### src/rtl/fpu_unpack_pkg.sv
package fpu_unpack_pkg;

    typedef enum logic [2:0] {
        FMT_I32  = 3'd0,
        FMT_I64  = 3'd1,
        FMT_SGL  = 3'd2,
        FMT_DBL  = 3'd3,
        FMT_QUAD = 3'd4
    } fp_fmt_e;

    typedef enum logic [2:0] {
        CLS_ZERO = 3'd0,
        CLS_NUM  = 3'd1,
        CLS_INF  = 3'd2,
        CLS_QNAN = 3'd3,
        CLS_SNAN = 3'd4
    } fp_class_e;

    typedef enum logic {
        ST_IDLE    = 1'b0,
        ST_PRESENT = 1'b1
    } out_state_e;

    localparam int NUM_FMT = 5;

endpackage

### src/rtl/fpu_float_field.sv
module fpu_float_field
    import fpu_unpack_pkg::*;
#(
    parameter int EW    = 8,
    parameter int FW    = 23,
    parameter int MW    = 128,
    parameter int XW    = 18
) (
    input  logic [EW+FW-1:0]    body,
    output logic signed [XW-1:0] exp_o,
    output logic [MW-1:0]       mant_o,
    output fp_class_e           cls_o,
    output logic                norm_o
);
    localparam int PAD  = MW - 1 - FW;
    localparam int BIAS = (1 << (EW - 1)) - 1;
    localparam logic [EW-1:0] EMAX = {EW{1'b1}};

    logic [EW-1:0] efield;
    logic [FW-1:0] frac;
    logic          frac_nz;

    assign efield  = body[EW+FW-1 -: EW];
    assign frac    = body[FW-1:0];
    assign frac_nz = |frac;

    always_comb begin
        exp_o  = XW'(efield) - XW'(BIAS);
        mant_o = {1'b1, frac, {PAD{1'b0}}};
        cls_o  = CLS_NUM;
        norm_o = 1'b0;
        if (efield == '0) begin
            if (!frac_nz) begin
                exp_o  = '0;
                mant_o = '0;
                cls_o  = CLS_ZERO;
            end else begin
                exp_o  = XW'(1) - XW'(BIAS);
                mant_o = {1'b0, frac, {PAD{1'b0}}};
                norm_o = 1'b1;
            end
        end else if (efield == EMAX) begin
            if (!frac_nz) begin
                mant_o = '0;
                cls_o  = CLS_INF;
            end else if (frac[FW-1]) begin
                mant_o = {1'b0, frac, {PAD{1'b0}}};
                cls_o  = CLS_QNAN;
            end else begin
                mant_o = {2'b01, frac[FW-2:0], {PAD{1'b0}}};
                cls_o  = CLS_SNAN;
            end
        end
    end
endmodule

### src/rtl/fpu_int_field.sv
module fpu_int_field
    import fpu_unpack_pkg::*;
#(
    parameter int IW = 32,
    parameter int MW = 128,
    parameter int XW = 18
) (
    input  logic [IW-1:0]        val,
    output logic signed [XW-1:0] exp_o,
    output logic [MW-1:0]        mant_o,
    output fp_class_e            cls_o,
    output logic                 norm_o
);
    logic [IW-1:0] mag;

    assign mag = val[IW-1] ? (~val + IW'(1)) : val;

    always_comb begin
        if (val == '0) begin
            exp_o  = '0;
            mant_o = '0;
            cls_o  = CLS_ZERO;
            norm_o = 1'b0;
        end else begin
            exp_o  = XW'(IW - 1);
            mant_o = {mag, {(MW-IW){1'b0}}};
            cls_o  = CLS_NUM;
            norm_o = 1'b1;
        end
    end
endmodule

### src/rtl/fpu_norm_shift.sv
module fpu_norm_shift #(
    parameter int MW = 128,
    parameter int XW = 18
) (
    input  logic [MW-1:0]        mant_i,
    input  logic signed [XW-1:0] exp_i,
    output logic [MW-1:0]        mant_o,
    output logic signed [XW-1:0] exp_o
);
    localparam int CW = $clog2(MW + 1);

    logic [CW-1:0] lz;
    logic          seen;

    always_comb begin
        lz   = '0;
        seen = 1'b0;
        for (int i = MW - 1; i >= 0; i--) begin
            if (!seen) begin
                if (mant_i[i]) seen = 1'b1;
                else           lz   = lz + CW'(1);
            end
        end
    end

    assign mant_o = mant_i << lz;
    assign exp_o  = exp_i - XW'(lz);
endmodule

### src/rtl/fpu_unpack.sv
module fpu_unpack
    import fpu_unpack_pkg::*;
#(
    parameter int MANT_W = 128,
    parameter int EXP_W  = 18
) (
    input  logic                    clk,
    input  logic                    rst_n,
    input  logic                    in_valid,
    input  logic [2:0]              in_fmt,
    input  logic [MANT_W-1:0]       in_image,
    output logic                    out_valid,
    output logic                    out_sign,
    output logic signed [EXP_W-1:0] out_exp,
    output logic [MANT_W-1:0]       out_mant,
    output logic [2:0]              out_class,
    output logic                    out_invalid,
    output logic                    out_fmt_err
);
    localparam int W0_TOP = MANT_W - 1;

    logic signed [EXP_W-1:0] f_exp  [NUM_FMT];
    logic [MANT_W-1:0]       f_mant [NUM_FMT];
    fp_class_e               f_cls  [NUM_FMT];
    logic                    f_norm [NUM_FMT];

    genvar g;
    generate
        for (g = 0; g < NUM_FMT; g++) begin : g_fmt
            if (g < 2) begin : g_int
                localparam int IW = (g == 0) ? 32 : 64;
                localparam int LO = (g == 0) ? MANT_W - 64 : MANT_W - 64;
                fpu_int_field #(.IW(IW), .MW(MANT_W), .XW(EXP_W)) u_int (
                    .val    (in_image[LO+IW-1 -: IW]),
                    .exp_o  (f_exp[g]),
                    .mant_o (f_mant[g]),
                    .cls_o  (f_cls[g]),
                    .norm_o (f_norm[g])
                );
            end else begin : g_flt
                localparam int EW = (g == 2) ? 8  : (g == 3) ? 11 : 15;
                localparam int FW = (g == 2) ? 23 : (g == 3) ? 52 : 112;
                fpu_float_field #(.EW(EW), .FW(FW), .MW(MANT_W), .XW(EXP_W)) u_flt (
                    .body   (in_image[W0_TOP-1 -: EW+FW]),
                    .exp_o  (f_exp[g]),
                    .mant_o (f_mant[g]),
                    .cls_o  (f_cls[g]),
                    .norm_o (f_norm[g])
                );
            end
        end
    endgenerate

    logic signed [EXP_W-1:0] sel_exp;
    logic [MANT_W-1:0]       sel_mant;
    fp_class_e               sel_cls;
    logic                    sel_norm;
    logic                    sel_err;

    always_comb begin
        sel_exp  = '0;
        sel_mant = '0;
        sel_cls  = CLS_ZERO;
        sel_norm = 1'b0;
        sel_err  = 1'b1;
        for (int k = 0; k < NUM_FMT; k++) begin
            if (in_fmt == 3'(k)) begin
                sel_exp  = f_exp[k];
                sel_mant = f_mant[k];
                sel_cls  = f_cls[k];
                sel_norm = f_norm[k];
                sel_err  = 1'b0;
            end
        end
    end

    logic [MANT_W-1:0]       nrm_mant;
    logic signed [EXP_W-1:0] nrm_exp;

    fpu_norm_shift #(.MW(MANT_W), .XW(EXP_W)) u_norm (
        .mant_i (sel_mant),
        .exp_i  (sel_exp),
        .mant_o (nrm_mant),
        .exp_o  (nrm_exp)
    );

    out_state_e state_q, state_d;

    always_comb begin
        state_d = state_q;
        unique case (state_q)
            ST_IDLE:    if (in_valid)  state_d = ST_PRESENT;
            ST_PRESENT: if (!in_valid) state_d = ST_IDLE;
            default:    state_d = ST_IDLE;
        endcase
    end

    always_ff @(posedge clk) begin
        if (!rst_n) state_q <= ST_IDLE;
        else        state_q <= state_d;
    end

    always_ff @(posedge clk) begin
        if (!rst_n) begin
            out_sign    <= 1'b0;
            out_exp     <= '0;
            out_mant    <= '0;
            out_class   <= CLS_ZERO;
            out_invalid <= 1'b0;
            out_fmt_err <= 1'b0;
        end else if (in_valid) begin
            out_sign    <= in_image[W0_TOP];
            out_exp     <= sel_norm ? nrm_exp  : sel_exp;
            out_mant    <= sel_norm ? nrm_mant : sel_mant;
            out_class   <= sel_cls;
            out_invalid <= (sel_cls == CLS_SNAN);
            out_fmt_err <= sel_err;
        end
    end

    assign out_valid = (state_q == ST_PRESENT);

    // result appears one cycle after the strobe and drops after an idle cycle
    assert_strobe_latency_R1: assert property (@(posedge clk) disable iff (!rst_n)
        in_valid |=> out_valid);
    assert_idle_drop_R1: assert property (@(posedge clk) disable iff (!rst_n)
        !in_valid |=> (!out_valid && $stable(out_mant) && $stable(out_class)));
    // sign follows image bit 127
    assert_sign_src_R2: assert property (@(posedge clk) disable iff (!rst_n)
        in_valid |=> (out_sign == $past(in_image[W0_TOP])));
    // a number always leaves with its integer bit set
    assert_norm_lead_R5: assert property (@(posedge clk) disable iff (!rst_n)
        (out_valid && out_class == CLS_NUM) |-> out_mant[MANT_W-1]);
    // invalid only for signalling NaN, which is quieted
    assert_snan_quiet_R8: assert property (@(posedge clk) disable iff (!rst_n)
        out_invalid |-> (out_class == CLS_SNAN && out_mant[MANT_W-2] && !out_mant[MANT_W-1]));
    // bad format code forces the zero class
    assert_fmt_err_R11: assert property (@(posedge clk) disable iff (!rst_n)
        (in_valid && in_fmt > 3'd4) |=> (out_fmt_err && out_class == CLS_ZERO && out_mant == '0));
endmodule

### config.mk
export PLATFORM = sky130hd
export DESIGN_NAME = fpu_unpack
export DESIGN_NICKNAME = d
export VERILOG_FILES = /design/src/rtl/fpu_unpack_pkg.sv /design/src/rtl/fpu_float_field.sv /design/src/rtl/fpu_int_field.sv /design/src/rtl/fpu_norm_shift.sv /design/src/rtl/fpu_unpack.sv
export SDC_FILE = /design/constraint.sdc
export NUM_CORES = 1
export LEC_CHECK = 0
export ABC_AREA = 1
export BUFFER_PORTS_ARGS = -buffer_cell sky130_fd_sc_hd__buf_2
export CAP_MARGIN = 20
export CELL_PAD_IN_SITES_DETAIL_PLACEMENT = 0
export CELL_PAD_IN_SITES_GLOBAL_PLACEMENT = 2
export CORE_AREA = 2 2 320 385
export DETAILED_ROUTE_END_ITERATION = 8
export DIE_AREA = 0 0 322 387
export HOLD_SLACK_MARGIN = 0.05
export PLACE_DENSITY = 0.95
export SLEW_MARGIN = 20
export SYNTH_ARGS = -nofsm -noshare
export SYNTH_HDL_FRONTEND = slang
export SYNTH_SLANG_ARGS = --single-unit
### constraint.sdc
create_clock -name clk -period 199.4 [get_ports clk]
set_input_delay 9.97 -clock clk [delete_from_list [all_inputs] [get_ports clk]]
set_output_delay 9.97 -clock clk [all_outputs]
set_load 0.03 [all_outputs]
==> out/summary.log <==
qor: outcome.run_status finished, final reports clean
qor: clocking.cts_root_buffer sky130_fd_sc_hd__clkbuf_16
qor: timing.slew_at_the_pin_closest_to_its_max_slew_limit 1150 ps
qor: setup_path.rr_endpoint out_mant[16]$_SDFFE_PN0P_
qor: setup_path.reg2reg_depth 2
qor: grt.largest_net_degree_at_the_start_of_global_routing 106
qor: setup_path.crit_path_start in_image[65]
qor: grt.wire_length_of_the_first_global_routing_pass 281000 um
qor: power_and_ir_drop.max-vdd-ir-drop 6.19 uV
qor: floorplan.initial_utilization 34.7%
qor: worst_hold_path.timing.hold.worst.class reg -> reg
qor: clocking.numClockSinks 138
qor: synthesis.synth-main-ff-cell sky130_fd_sc_hd__dfxtp_1
qor: clocking.tritoncts done
qor: detailed_routing.drt_first_iter_violations 3782
qor: timing.final.setup.worst_slack 115960 ps
qor: place.gpl.final_weighted_congestion 1.01
qor: clocking.tritoncts.num_buffers 17
qor: timing.setup-tns-final 0 ps
qor: synthesis.post_synth.cell_area_avg 5.44 um2
qor: synthesis.postSynthCellCount 7706
qor: setup_path.startpoint_type input pin
qor: timing.grt_setup_unrepaired no
qor: detailed_routing.detail_route.wl_per_cell 20.3 um
qor: setup_path.critical_path.endpoint out_exp[11]$_SDFFE_PN0P_
qor: grt.antenna_found_initial 2
qor: clocking.clock_tree.buffer_depth 2
qor: setup_path.cp_max_delay_cell sky130_fd_sc_hd__nand2_4
qor: timing.worst_slew_margin_rel 23.0%
qor: detailed_routing.antenna_violating_nets_post_route 0
qor: synthesis.postSynthRegisterBits 138
qor: place.dp_hpwl 155000 um
qor: clocking.setup_repair_bufs_after_cts 0
qor: clocking.clock_latency_of_the_later_clocked_register_in_the_worst_skew_pair 510 ps
qor: synthesis.synth.largest_area_cell sky130_fd_sc_hd__nand2_1
qor: setup_path.timing.reg2reg.setup_slack 198480 ps
qor: floorplan.total_core_area 0.121 mm2
qor: setup_path.critical_path.max_fanout 62
qor: synthesis.post-synth-top-count-cell sky130_fd_sc_hd__nand2_1
qor: detailed_routing.routed_wl 189000 um
qor: power_and_ir_drop.total_power 292 uW
qor: grt.overflow 0
qor: detailed_routing.dr.pass1.iters 6
qor: floorplan.num_io_pins 287
qor: final_layout.syn2layout_area_growth 4.30%
qor: flow_run.max-cap-violations 0
qor: synthesis.yosys_warnings 0
qor: clocking.cts.clk_slew.worst_paths 70 ps
qor: synthesis.synth_enable_flop_cells 0
qor: clocking.cts_repair_resize_count 0
qor: timing.finalClockSkew 0 ps
qor: grt.grt_pass1_vias 46300
qor: synthesis.syn-cell-area 0.0419 mm2
qor: timing.final_max_slew_violation_count 0
qor: synthesis.synth-async-reset-ratio 0%
qor: final_layout.design.final.nets 8023
qor: synthesis.netlist_top_cells_area sky130_fd_sc_hd__nand2_1 (21%), sky130_fd_sc_hd__nand3_1 (11%), sky130_fd_sc_hd__inv_1 (9.5%), sky130_fd_sc_hd__o21ai_0 (6.8%), sky130_fd_sc_hd__dfxtp_1 (6.6%)
qor: grt.grt_util_all_layers 29.6%
qor: clocking.cts-htree-levels 4
qor: place.dp_slack 115680 ps
qor: detailed_routing.via_count 48600
qor: synthesis.synth.cells.most_frequent sky130_fd_sc_hd__nand2_1 (2325), sky130_fd_sc_hd__inv_1 (1060), sky130_fd_sc_hd__nand3_1 (937)
qor: power_and_ir_drop.p_leak 21.7 nW
qor: setup_path.criticalPathCategory in -> reg
qor: setup_path.worstSetupEndpointType register
qor: timing.max_frequency 12.0 MHz
qor: setup_path.regToRegStartpoint out_mant[16]$_SDFFE_PN0P_
qor: setup_path.worst_path_most_repeated_cell sky130_fd_sc_hd__ha_1
qor: floorplan.fp-row-count 140
qor: final_layout.post_route_cells_drive_above_1_share 15.1%
qor: detailed_routing.vias_per_cell 5.21
qor: final_layout.area_of_combinational_cells_with_multiple_inputs 0.0320 mm2
qor: setup_path.timing.critical_path.required 199810 ps
qor: synthesis.synth_sequential_area_ratio 6.59%
qor: synthesis.synth_cell_types 85
qor: synthesis.synth.top_cell.area_share 20.8%
qor: setup_path.cp_slowest_stage_delay 800 ps
qor: timing.report.final.setup_viol 0
qor: final_layout.final.fill_count 14000
qor: timing.report.final.hold_viol_count 0
qor: power_and_ir_drop.power.density_cell_area 6.68 mW/mm2
qor: floorplan.die-height 387 um
qor: timing.final.min_clock_period 83440 ps
qor: floorplan.die_footprint 0.125 mm2
qor: detailed_routing.drt_drc_violations_left 0
qor: clocking.holdBufCountCts 0
qor: setup_path.cp.arrival 83850 ps
qor: final_layout.sequential_cell_area 0.00276 mm2
qor: place.numPortBuffers 271
qor: timing.layout_worst_path_cycle_share 41.8%
qor: floorplan.die_w 322 um
worst min-delay path by stage:
stage / from / end / slack, ps / cells after the start
after floorplan: out_exp[2]$_SDFFE_PN0P_ / out_exp[2]$_SDFFE_PN0P_ / 580 / 2
after global placement: out_exp[4]$_SDFFE_PN0P_ / out_exp[4]$_SDFFE_PN0P_ / 440 / 2
after detailed placement: out_exp[2]$_SDFFE_PN0P_ / out_exp[2]$_SDFFE_PN0P_ / 440 / 2
after CTS: out_exp[4]$_SDFFE_PN0P_ / out_exp[4]$_SDFFE_PN0P_ / 460 / 2
after global routing: out_exp[4]$_SDFFE_PN0P_ / out_exp[4]$_SDFFE_PN0P_ / 480 / 2
final: out_exp[2]$_SDFFE_PN0P_ / out_exp[2]$_SDFFE_PN0P_ / 450 / 2
where the power goes:
part,internal [mW],switching [mW]
clock network,0.0184,0.0171
registers,0.0301,0.00259
logic,0.0642,0.160
total,0.113,0.180
area by class of cell:
cell class / instances / share of cell area, %
Clock buffer: 19 / 1.04
Timing Repair Buffer: 316 / 3.95
Clock inverter: 13 / 0.352
Inverter: 1204 / 10.8
Sequential cell: 138 / 6.31
Antenna cell: 2 / 0.0114
Multi-Input combinational cell: 6069 / 73.1
Tap cell: 1562 / 4.47
sequential cells by signal, indices dropped and copies added, names as in the netlist:
| signal | count |
|---|---|
| out_mant | 113 |
| out_exp | 18 |
| out_class | 3 |
| out_fmt_err | 1 |
| out_invalid | 1 |
| out_sign | 1 |
| out_valid | 1 |
through the flow:
step	utilization (%)	hold WS, ps	instances	instance area (um2)
after detailed placement	35.7	444	9288	43100
after global routing	36.2	476	9322	43700
after CTS	36.2	458	9320	43700
final	36.2	454	9323	43700
after floorplan	-	579	7720	42000
after global placement	35.7	444	9288	43100
cells in the final DEF, fill, tap and decap left out, types with 13 or more instances in the layout:
master,synthesis,final
sky130_fd_sc_hd__inv_4,44,44
sky130_fd_sc_hd__or2_2,73,73
sky130_fd_sc_hd__nor2_8,45,45
sky130_fd_sc_hd__xnor2_1,56,56
sky130_fd_sc_hd__nand2_4,45,47
sky130_fd_sc_hd__inv_1,1060,1058
sky130_fd_sc_hd__a21oi_1,241,241
sky130_fd_sc_hd__nand3_1,937,936
sky130_fd_sc_hd__xor2_1,108,108
sky130_fd_sc_hd__buf_4,25,44
sky130_fd_sc_hd__clkbuf_16,0,17
sky130_fd_sc_hd__ha_1,142,142
sky130_fd_sc_hd__o21ai_0,569,566
sky130_fd_sc_hd__conb_1,1,15
sky130_fd_sc_hd__nor2_1,683,682
sky130_fd_sc_hd__nor3_1,39,39
sky130_fd_sc_hd__dfxtp_1,138,138
sky130_fd_sc_hd__o21ai_1,15,16
sky130_fd_sc_hd__inv_2,74,76
sky130_fd_sc_hd__nand2_1,2325,2323
sky130_fd_sc_hd__nor2_4,74,75
sky130_fd_sc_hd__buf_2,35,269
sky130_fd_sc_hd__nor2_2,65,65
sky130_fd_sc_hd__nand3b_1,43,43
sky130_fd_sc_hd__nand4_1,61,61
sky130_fd_sc_hd__nand2_2,120,120
sky130_fd_sc_hd__nand3_2,121,121
sky130_fd_sc_hd__a21oi_2,82,82
sky130_fd_sc_hd__o22ai_1,37,37
sky130_fd_sc_hd__o211ai_1,25,25
sky130_fd_sc_hd__inv_6,7,13
cells by family after synthesis:
logic type      synth area share, %
simple gates                   53.5
mux                           0.143
buf+inv                        17.4
compound gates                 14.1
other cells                 0.00894
xor+xnor                       3.88
fa+ha+maj                      4.28
flops                          6.59
metal layers:
metal | vias up | global-route usage, % | wire length, um
met1 | 22300 | 33.0 | 73400
met3 | 399 | 2.94 | 7910
met4 | 0 | 20.6 | 15200
met2 | 1316 | 52.5 | 92900
met5 | - | 0 | 0
li1 | 24500 | - | -
worst max-delay path: cells and delay by family:
kind | cells | cell delay (ps)
AO/OA/AOI/OAI | 75 | 12150
adder cells (fa/ha/maj) | 128 | 35080
AND/OR/NAND/NOR | 176 | 19950
buffers and inverters | 106 | 6600
Note: power is estimated with default switching activity, not from simulation.
